### src/rtl/csr_pkg.sv
package csr_pkg;
  typedef enum logic [1:0] {
    ST_RUN   = 2'd0,
    ST_ROBSQ = 2'd1,
    ST_TRAP  = 2'd2
  } csr_state_e;
endpackage

### src/rtl/csr_pc_keep.sv
module csr_pc_keep #(
  parameter int PW = 16
) (
  input  logic          clk,
  input  logic          rst_n,
  input  logic          save_i,
  input  logic [PW-1:0] pc_i,
  input  logic [PW-1:0] npc_i,
  output logic [PW-1:0] pc_o,
  output logic [PW-1:0] npc_o
);
  always_ff @(posedge clk or negedge rst_n) begin
    if (!rst_n) begin
      pc_o  <= '0;
      npc_o <= '0;
    end else if (save_i) begin
      pc_o  <= pc_i;
      npc_o <= npc_i;
    end
  end
endmodule

### src/rtl/csr_thread.sv
module csr_thread
  import csr_pkg::*;
#(
  parameter int SW         = 12,
  parameter int PW         = 16,
  parameter bit DELAY_SLOT = 1'b1
) (
  input  logic          clk,
  input  logic          rst_n,
  input  logic          trap_done_i,
  input  logic          ctx_flush_i,
  input  logic          trap_raise_i,
  input  logic          ex_valid_i,
  input  logic [SW-1:0] ex_seq_i,
  input  logic          ex_incl_i,
  input  logic          ex_mispred_i,
  input  logic          ex_taken_i,
  input  logic          ex_slot_sq_i,
  input  logic [PW-1:0] ex_pc_i,
  input  logic [PW-1:0] ex_npc_i,
  input  logic          rob_empty_i,
  input  logic [SW-1:0] rob_head_seq_i,
  input  logic          rob_done_i,
  input  logic          alloc_valid_i,
  input  logic [SW-1:0] alloc_seq_i,
  input  logic [PW-1:0] saved_pc_i,
  input  logic [PW-1:0] saved_npc_i,
  output logic          alloc_ok_o,
  output logic [1:0]    status_o,
  output logic [SW-1:0] youngest_o,
  output logic          bc_squash_o,
  output logic          bc_robsq_o,
  output logic [SW-1:0] bc_done_seq_o,
  output logic [SW-1:0] bc_rob_point_o,
  output logic          bc_mispred_o,
  output logic          bc_taken_o,
  output logic [PW-1:0] bc_pc_o,
  output logic [PW-1:0] bc_npc_o,
  output logic          bc_conflict_o,
  output logic          full_evt_o,
  output logic          ex_acc_evt_o
);
  // boundary for a squash that empties the whole thread
  function automatic logic [SW-1:0] full_boundary(logic empty, logic [SW-1:0] head);
    return empty ? '0 : head - SW'(1);
  endfunction

  function automatic logic [SW-1:0] ex_boundary(logic [SW-1:0] seq, logic incl);
    return seq - SW'(incl);
  endfunction

  // squash point when the delay slot may survive a mispredict
  function automatic logic [SW-1:0] slot_point(logic [SW-1:0] seq, logic incl,
                                               logic mis, logic slot_sq);
    return seq + SW'(mis & ~slot_sq) - SW'(incl);
  endfunction

  function automatic logic not_younger(logic [SW-1:0] seq, logic [SW-1:0] young);
    return seq <= young;
  endfunction

  csr_state_e    st_q, st_d, st_mid;
  logic [SW-1:0] young_q, young_d, young_mid;
  logic          sq_d, robsq_d, mis_d, tk_d, conf_d;
  logic [SW-1:0] done_d, point_d;
  logic [PW-1:0] pc_d, npc_d;
  logic          full_sq, ex_acc;
  logic [SW-1:0] full_bnd, ex_bnd, ex_point;

  assign full_sq  = trap_done_i | ctx_flush_i;
  assign full_bnd = full_boundary(rob_empty_i, rob_head_seq_i);
  assign ex_bnd   = ex_boundary(ex_seq_i, ex_incl_i);

  generate
    if (DELAY_SLOT) begin : g_slot
      assign ex_point = slot_point(ex_seq_i, ex_incl_i, ex_mispred_i, ex_slot_sq_i);
    end else begin : g_noslot
      logic unused_slot;
      assign unused_slot = ex_slot_sq_i;
      assign ex_point    = ex_bnd;
    end
  endgenerate

  // state after squash completion and any full squash
  always_comb begin
    st_mid    = st_q;
    young_mid = young_q;
    if (st_q == ST_ROBSQ && rob_done_i) st_mid = ST_RUN;
    if (full_sq) begin
      st_mid    = ST_ROBSQ;
      young_mid = '0;
    end
  end

  assign ex_acc = ex_valid_i && (st_mid != ST_TRAP) && not_younger(ex_seq_i, young_mid);
  assign alloc_ok_o = alloc_valid_i && (st_q == ST_RUN) && !full_sq && !ex_acc;
  assign full_evt_o   = full_sq;
  assign ex_acc_evt_o = ex_acc;

  always_comb begin
    st_d    = st_mid;
    young_d = young_mid;
    sq_d    = 1'b0;
    robsq_d = (st_q == ST_ROBSQ) && !rob_done_i;
    conf_d  = trap_done_i & ctx_flush_i;
    done_d  = bc_done_seq_o;
    point_d = bc_rob_point_o;
    mis_d   = bc_mispred_o;
    tk_d    = bc_taken_o;
    pc_d    = bc_pc_o;
    npc_d   = bc_npc_o;
    if (full_sq) begin
      sq_d    = 1'b1;
      robsq_d = 1'b1;
      done_d  = full_bnd;
      point_d = full_bnd;
      mis_d   = 1'b0;
      tk_d    = 1'b0;
      pc_d    = saved_pc_i;
      npc_d   = saved_npc_i;
    end
    if (ex_acc) begin
      st_d    = ST_ROBSQ;
      young_d = ex_bnd;
      sq_d    = 1'b1;
      robsq_d = 1'b1;
      done_d  = ex_bnd;
      point_d = ex_point;
      mis_d   = ex_mispred_i;
      tk_d    = ex_taken_i;
      pc_d    = ex_pc_i;
      npc_d   = ex_npc_i;
    end
    if (trap_raise_i && st_d == ST_RUN) st_d = ST_TRAP;
    if (alloc_ok_o) young_d = alloc_seq_i;
  end

  always_ff @(posedge clk or negedge rst_n) begin
    if (!rst_n) begin
      st_q           <= ST_RUN;
      young_q        <= '0;
      bc_squash_o    <= 1'b0;
      bc_robsq_o     <= 1'b0;
      bc_done_seq_o  <= '0;
      bc_rob_point_o <= '0;
      bc_mispred_o   <= 1'b0;
      bc_taken_o     <= 1'b0;
      bc_pc_o        <= '0;
      bc_npc_o       <= '0;
      bc_conflict_o  <= 1'b0;
    end else begin
      st_q           <= st_d;
      young_q        <= young_d;
      bc_squash_o    <= sq_d;
      bc_robsq_o     <= robsq_d;
      bc_done_seq_o  <= done_d;
      bc_rob_point_o <= point_d;
      bc_mispred_o   <= mis_d;
      bc_taken_o     <= tk_d;
      bc_pc_o        <= pc_d;
      bc_npc_o       <= npc_d;
      bc_conflict_o  <= conf_d;
    end
  end

  assign status_o   = st_q;
  assign youngest_o = young_q;
endmodule

### src/rtl/csr_resolver.sv
module csr_resolver #(
  parameter int NT         = 2,
  parameter int SW         = 12,
  parameter int PW         = 16,
  parameter bit DELAY_SLOT = 1'b1
) (
  input  logic                   clk,
  input  logic                   rst_n,
  input  logic [NT-1:0]          trap_done_i,
  input  logic [NT-1:0]          ctx_flush_i,
  input  logic [NT-1:0]          trap_raise_i,
  input  logic [NT-1:0]          ex_valid_i,
  input  logic [NT-1:0][SW-1:0]  ex_seq_i,
  input  logic [NT-1:0]          ex_incl_i,
  input  logic [NT-1:0]          ex_mispred_i,
  input  logic [NT-1:0]          ex_taken_i,
  input  logic [NT-1:0]          ex_slot_sq_i,
  input  logic [NT-1:0][PW-1:0]  ex_pc_i,
  input  logic [NT-1:0][PW-1:0]  ex_npc_i,
  input  logic [NT-1:0]          rob_empty_i,
  input  logic [NT-1:0][SW-1:0]  rob_head_seq_i,
  input  logic [NT-1:0]          rob_done_i,
  input  logic [NT-1:0]          alloc_valid_i,
  input  logic [NT-1:0][SW-1:0]  alloc_seq_i,
  input  logic [NT-1:0]          cmt_valid_i,
  input  logic [NT-1:0][PW-1:0]  cmt_pc_i,
  input  logic [NT-1:0][PW-1:0]  cmt_npc_i,
  output logic [NT-1:0]          alloc_ok_o,
  output logic [NT-1:0][1:0]     status_o,
  output logic [NT-1:0][SW-1:0]  youngest_o,
  output logic [NT-1:0]          bc_squash_o,
  output logic [NT-1:0]          bc_robsq_o,
  output logic [NT-1:0][SW-1:0]  bc_done_seq_o,
  output logic [NT-1:0][SW-1:0]  bc_rob_point_o,
  output logic [NT-1:0]          bc_mispred_o,
  output logic [NT-1:0]          bc_taken_o,
  output logic [NT-1:0][PW-1:0]  bc_pc_o,
  output logic [NT-1:0][PW-1:0]  bc_npc_o,
  output logic [NT-1:0]          bc_conflict_o
);
  // per-thread events brought out for the checker
  logic [NT-1:0] full_w;
  logic [NT-1:0] ex_acc_w;

  for (genvar t = 0; t < NT; t++) begin : g_thr
    logic [PW-1:0] spc, snpc;

    csr_pc_keep #(.PW(PW)) u_pc (
      .clk    (clk),
      .rst_n  (rst_n),
      .save_i (cmt_valid_i[t]),
      .pc_i   (cmt_pc_i[t]),
      .npc_i  (cmt_npc_i[t]),
      .pc_o   (spc),
      .npc_o  (snpc)
    );

    csr_thread #(.SW(SW), .PW(PW), .DELAY_SLOT(DELAY_SLOT)) u_thr (
      .clk            (clk),
      .rst_n          (rst_n),
      .trap_done_i    (trap_done_i[t]),
      .ctx_flush_i    (ctx_flush_i[t]),
      .trap_raise_i   (trap_raise_i[t]),
      .ex_valid_i     (ex_valid_i[t]),
      .ex_seq_i       (ex_seq_i[t]),
      .ex_incl_i      (ex_incl_i[t]),
      .ex_mispred_i   (ex_mispred_i[t]),
      .ex_taken_i     (ex_taken_i[t]),
      .ex_slot_sq_i   (ex_slot_sq_i[t]),
      .ex_pc_i        (ex_pc_i[t]),
      .ex_npc_i       (ex_npc_i[t]),
      .rob_empty_i    (rob_empty_i[t]),
      .rob_head_seq_i (rob_head_seq_i[t]),
      .rob_done_i     (rob_done_i[t]),
      .alloc_valid_i  (alloc_valid_i[t]),
      .alloc_seq_i    (alloc_seq_i[t]),
      .saved_pc_i     (spc),
      .saved_npc_i    (snpc),
      .alloc_ok_o     (alloc_ok_o[t]),
      .status_o       (status_o[t]),
      .youngest_o     (youngest_o[t]),
      .bc_squash_o    (bc_squash_o[t]),
      .bc_robsq_o     (bc_robsq_o[t]),
      .bc_done_seq_o  (bc_done_seq_o[t]),
      .bc_rob_point_o (bc_rob_point_o[t]),
      .bc_mispred_o   (bc_mispred_o[t]),
      .bc_taken_o     (bc_taken_o[t]),
      .bc_pc_o        (bc_pc_o[t]),
      .bc_npc_o       (bc_npc_o[t]),
      .bc_conflict_o  (bc_conflict_o[t]),
      .full_evt_o     (full_w[t]),
      .ex_acc_evt_o   (ex_acc_w[t])
    );
  end
endmodule

### config.mk
export PLATFORM = sky130hd
export DESIGN_NAME = csr_resolver
export DESIGN_NICKNAME = d
export VERILOG_FILES = /design/src/rtl/csr_pkg.sv /design/src/rtl/csr_pc_keep.sv /design/src/rtl/csr_thread.sv /design/src/rtl/csr_resolver.sv
export SDC_FILE = /design/constraint.sdc
export NUM_CORES = 1
export LEC_CHECK = 0
export ABC_AREA = 1
export BUFFER_PORTS_ARGS = -buffer_cell sky130_fd_sc_hd__buf_2
export CORE_ASPECT_RATIO = 1.2
export CORE_MARGIN = 2
export CORE_UTILIZATION = 53
export CTS_CLUSTER_DIAMETER = 100
export DETAILED_ROUTE_END_ITERATION = 8
export GPL_TIMING_DRIVEN = 0
export PLACE_DENSITY = 0.89
export SETUP_SLACK_MARGIN = 0.1
export SLEW_MARGIN = 20
export SYNTH_ARGS = -nofsm -noshare
export SYNTH_HDL_FRONTEND = slang
export SYNTH_SLANG_ARGS = --single-unit
### constraint.sdc
create_clock -name clk -period 2.7 [get_ports clk]
set_input_delay 0.135 -clock clk [delete_from_list [all_inputs] [get_ports clk]]
set_output_delay 0.135 -clock clk [all_outputs]
set_load 0.05 [all_outputs]
Word level (Yosys, flattened, before mapping)
Index checks and enable logic that the tools add are counted.
W data, S select, Z words.
Cells by class
  $add $sub $neg: 8
  magnitude comparators: 2
  bitwise logic cells: 8
  multiplexer cells: 44
  reductions and logical operators: 28
  eq/ne operators: 4
Operator list (number)
  $mux W12: 14
  $mux W16: 8
  $sub A12 B1 Y12: 4
  $add A12 B12 Y12: 2
  $and A1 B12 Y12: 2
  $le A12 B12 Y1: 2
  $not A1 Y12: 2
  $sub A12 B1 Y12 const B: 2
  $logic_and A1 B1 Y1: 16
  $mux W2: 8
  $mux W1: 14
  $logic_not A2 Y1: 4
  $logic_not A1 Y1: 6
  $eq A2 B1 Y1 const B: 2
  $ne A2 B2 Y1 const B: 2
  $reduce_bool A2 Y1: 2
  $and A1 B1 Y1: 2
  $or A1 B1 Y1: 2
Word-level totals
  bits of input ports: 226
  flip-flop bits (word level): 214
  output and inout bits: 152

Longest topological paths before layout
  depth after elaboration: 11
  gate-level depth with buffers: 19

Cells and area by module
Synthesis repeated with hierarchy kept, for this count alone.
Unflattened totals
  cells, all modules: 1804
  area total of the unflattened synthesis: 13177.6 µm²
By module, submodules not included
  csr_thread at g_thr[0].u_thr: seq. area each 1876.8 µm², cells each 767, times used 1, area each 5301.3 µm²
  csr_thread at g_thr[1].u_thr: seq. area each 1876.8 µm², cells each 765, times used 1, area each 5291.3 µm²
  csr_pc_keep: seq. area each 800.8 µm², cells each 136, times used 2, area each 1292.5 µm²

Worst setup path after synthesis
Ideal clock, no wire load.
  path type: reg2out
  from: register g_thr[0].u_thr.young_q[11]
  to: output alloc_ok_o[0]
  arrival: 2190 ps
  data required time: 2565 ps
  path buffers: 2
  cell stages (with the launch flop): 15
  slack: 375 ps
  path through: dfrtp_1 > nand2_1 > ha_1 > nand2_1 > inv_1 > nand2_1 > nor2_2 > nand2_1 > nand3_1 > nand2_4 > nand2_4 > nand2_2 > inv_2 > buf_6 > buf_4
On the way
  word-level cells in the longest chain between the ends: 5
Ends and longest elaborated chain
  start: declaration: line csr_thread.sv:63  | logic [SW-1:0] young_q, young_d, young_mid;
  start signal: assignment: line csr_thread.sv:153  | young_q <= young_d;
  $mux W12: line csr_thread.sv:89  | if (full_sq) begin
  $le A12 B12 Y1: line csr_thread.sv:59  | return seq <= young;
  $logic_and A1 B1 Y1: line csr_thread.sv:95  | assign ex_acc = ex_valid_i && (st_mid != ST_TRAP) && not_younger(ex_seq_i, young_mid);
  $logic_not A1 Y1: line csr_thread.sv:96  | assign alloc_ok_o = alloc_valid_i && (st_q == ST_RUN) && !full_sq && !ex_acc;
  $logic_and A1 B1 Y1: line csr_thread.sv:96
  end: declaration: line csr_resolver.sv:28  | output logic [NT-1:0] alloc_ok_o,
No other way between the ends.

Worst setup path in the final report
  from: register g_thr[1].u_thr.young_q[5]
  to: output alloc_ok_o[1]
On the way
  word-level cells in the longest chain between the ends: 5
Ends and longest elaborated chain (line)
  start: declaration: csr_thread.sv:63
  start signal: assignment: csr_thread.sv:153
  $mux W12: csr_thread.sv:89
  $le A12 B12 Y1: csr_thread.sv:59
  $logic_and A1 B1 Y1: csr_thread.sv:95
  $logic_not A1 Y1: csr_thread.sv:96
  $logic_and A1 B1 Y1: csr_thread.sv:96
No other way between the ends.

==> metrics.yaml <==
floorplanning:
  rows: 62
  die_y_microns: 176
  start_util: 0.542
  die_w_microns: 147
  coreArea_sq_um: 24000
  ios: 378
  design.die.area_sq_um: 25900
sta:
  hold_violations: 0
  final_max_slew_viol_count: 0
  rsz0062_at_grt: "yes"
  fmax_mhz: 381
  setup_violations: 0
  finalWorstSetupSlack_ns: 0.0749
  max_slew_margin: 0.517
  finClkSkew_ns: 0.0257
  worstMarginPinSlew_ns: 0.725
  finalCritPeriodShare: 0.972
  finalCriticalPeriod_ns: 2.63
clock_network:
  cts_sinks: 214
  cts_buffers: 23
  clk_latency_ns: 0.55
  htreeDepth: 1
  root_buffer: "clkbuf_16"
  cts_tree: "built"
  clkTransAtPathRegs_ns: 0.07
  clk_path_buf_depth: 3
route:
  vias: 15534
  ant_nets: 0
  drtPass1Iterations: 9
  viasPerCell: 5.94
  wirelength_mm: 56.4
  wire_per_inst_microns: 21.6
  drc_errors: 0
  drt_iter0_drc: 1759
critical_path:
  startpoint_type: "flip-flop"
  cp-end-kind: "output pin"
  setup.worst_path.class: "flip-flop to output pin"
  cp_max_fo: 4
  worstPathArrival_ns: 2.49
  crit_required_ns: 2.57
power:
  p_sw_frac: 0.390
  power_frac_comb: 0.317
  p_int_mw: 6.51
  ir_worst_vdd_uv: 568
  powerDensity_nw_per_um2: 582
  power.leakage_nw: 10.1
  clkPwrFrac: 0.320
  power_frac_seq: 0.362
  power.switching_mw: 4.16
yosys:
  synth_top_area_cell: "dfrtp_1"
  synth_seq_area_share: 0.411
  ys_ff_latch: 214
  yosysUniqueCellTypes: 42
  syn_inst: 1675
  synth_ff_type: "dfrtp_1"
  syn_area_sq_um: 13000
  yosysWarnings: 0
  synth_top_area_share: 0.411
  syn-num-nets: 1977
  avgSynthCellArea_sq_um: 7.79
  synth-edff-count: 0
  synthArstFlopShare: 1.00
  synthTopCellsByArea: "dfrtp_1, nand2_1, nand3_1"
status:
  status: "finished, final reports clean"
place:
  post-dp-hpwl_mm: 33.9
  gp_congestion: 0.997
  dp_slack_ns: -0.338
  io_buffers: 374
final_layout:
  nets: 2570
  fin_util: 0.762
  area_growth_pct: 40.5
  drive_above_1_share: 0.271
worst_hold_path:
  holdCritPathClass: "primary input to asynchronous set/reset pin"
grt:
  grt_pass1_wl_mm: 83.6
  first_global_vias: 15453
  antenna_found_initial: 6
  grt_max_degree: 94
  grt_usage: 0.413
  overflow: 0
flow_run:
  maxCapViolCount: 0
[synthesized netlist by cell type, types with 3 or more instances]
master      n
xnor2_1     3
o21bai_1    4
nand3_1   282
nand2_4     6
buf_1       8
a21oi_1    25
nor2_1     74
nand2_1   566
nor3_1     10
dfrtp_1   214
mux2_2     64
inv_2       6
nand4_1    13
o21ai_0    15
inv_1     164
ha_1       74
buf_2      19
clkbuf_1   22
buf_4      21
buf_6      12
xor2_1     27
nand3b_1   14
[final timing paths]
kind                                            startpoint                          endpoint  cells past startpoint  slack (ns)
setup reg to reg              g_thr[0].u_thr.youngest_o[3]        g_thr[0].u_thr.bc_npc_o[1]                     14        0.09
min in group clk                        rob_head_seq_i[19]  g_thr[1].u_thr.bc_rob_point_o[7]                      6        0.05
hold / removal                                       rst_n        g_thr[0].u_thr.bc_npc_o[3]                      2        0.05
max in group asynchronous                            rst_n      g_thr[1].u_thr.youngest_o[7]                      3        1.83
setup / recovery              g_thr[1].u_thr.youngest_o[5]                     alloc_ok_o[1]                     13        0.07
hold reg to reg            g_thr[1].u_thr.bc_done_seq_o[9]   g_thr[1].u_thr.bc_done_seq_o[9]                      2        0.48
[flip-flops by register name (all words and copies together) (netlist names)]
| register | flops |
|---|---|
| g_thr.u_thr.bc_conflict_o | 2 |
| g_thr.u_thr.bc_mispred_o | 2 |
| g_thr.u_thr.bc_squash_o | 2 |
| g_thr.u_thr.status_o | 4 |
| g_thr.u_thr.bc_rob_point_o | 24 |
| g_thr.u_thr.bc_npc_o | 32 |
| g_thr.u_thr.bc_robsq_o | 2 |
| g_thr.u_thr.bc_taken_o | 2 |
| g_thr.u_thr.youngest_o | 24 |
| g_thr.u_thr.bc_pc_o | 32 |
| g_thr.u_thr.bc_done_seq_o | 24 |
| g_thr.u_pc.npc_o | 32 |
| g_thr.u_pc.pc_o | 32 |
[power by group through the flow]
stage,registers (mW),clock network (mW),logic (mW)
after global routing,3.87,3.51,3.56
after global placement,3.83,0,2.86
final,3.86,3.41,3.38
after detailed placement,3.85,0,2.93
after floorplan,4.74,0,1.07
after CTS,3.80,3.35,3.16
[cell families after synthesis]
kind of cell	share of synthesized area
compound gates	0.0255
xor+xnor	0.0201
fa+ha+maj	0.0741
buf+inv	0.0892
flops	0.411
mux	0.0553
simple gates	0.325
[worst max-delay path: stages, from the launching register on]
cell and delay (ns):
dfrtp_1 0.39, nand2_2 0.11, ha_4 0.29, nand4_1 0.15, nor2_2 0.17, nand2_1 0.08
nand3_2 0.10, nand2_4 0.07, nand2_4 0.08, nand2_4 0.07, inv_4 0.10, buf_6 0.11
buf_4 0.11, buf_8 0.13
[cell usage in the layout, fill, tap and decap left out, types with 3 or more instances in the layout]
master         Yosys  layout
buf_4             21      47
buf_1              8       8
nand3b_1          14      14
inv_1            164     162
diode_2            0       8
nand4_1           13      13
clkbuf_1          22      21
dfrtp_1          214     214
buf_8              1       4
inv_4              1       4
buf_6             12      13
inv_2              6       5
o21ai_0           15      15
nor3_1            10      10
o21bai_1           4       4
nand3_1          282     280
a21oi_1           25      25
nor2_2             2       3
nor2_1            74      72
nand2_4            6       8
nand2_2            2      11
dlygate4sd3_1      0     166
mux2_2            64      64
nand2_1          566     553
ha_4               0      12
nor2_4             2       3
xor2_1            27      27
nand3_2            1       3
clkinv_2           0       7
xnor2_1            3       3
clkbuf_8           0       4
buf_2             19     390
clkbuf_16          0      23
ha_1              74      62
[layout make-up]
type                            count  area, sq um
Fill cell                        1507         5720
Multi-Input combinational cell   1206         6770
Tap cell                          320          400
Sequential cell                   214         5360
Antenna cell                        8         20.0
Clock inverter                     14          153
Clock buffer                       28          634
Buffer                             82          517
Timing Repair Buffer              569         3820
Inverter                          172          656
[metal layers]
| metal | wire, microns | track usage | up-vias |
|---|---|---|---|
| li1 | - | - | 6563 |
| met1 | 18400 | 0.451 | 7027 |
| met2 | 25600 | 0.674 | 1440 |
| met3 | 6630 | 0.125 | 504 |
| met4 | 5820 | 0.317 | 0 |
| met5 | 0 | 0 | - |
[through the flow]
stage | hold slack (ns) | instance area, sq um | instances | TNS, ns | total power [mW]
floorplan | -0.161 | 13000 | 1675 | 0 | 5.81
global placement | 0.336 | 15300 | 2369 | -447.38 | 6.69
detailed placement | 0.0133 | 15400 | 2371 | -13.17 | 6.77
CTS | 0.0190 | 18000 | 2589 | 0 | 10.3
global route | 0.0577 | 18300 | 2607 | -0.0397 | 10.9
finish | 0.0452 | 18300 | 2613 | 0 | 10.7
[what timing repair did]
item                                    4_1_cts  5_1_grt
hold endpoints to repair                    380        0
setup buffers                                10       17
gates cloned                                  0        0
pin swaps                                     8       11
endpoints found under the setup margin        2       20
hold buffers                                166        0
resized for setup                            18       36
(Power assumes the default switching activity.)
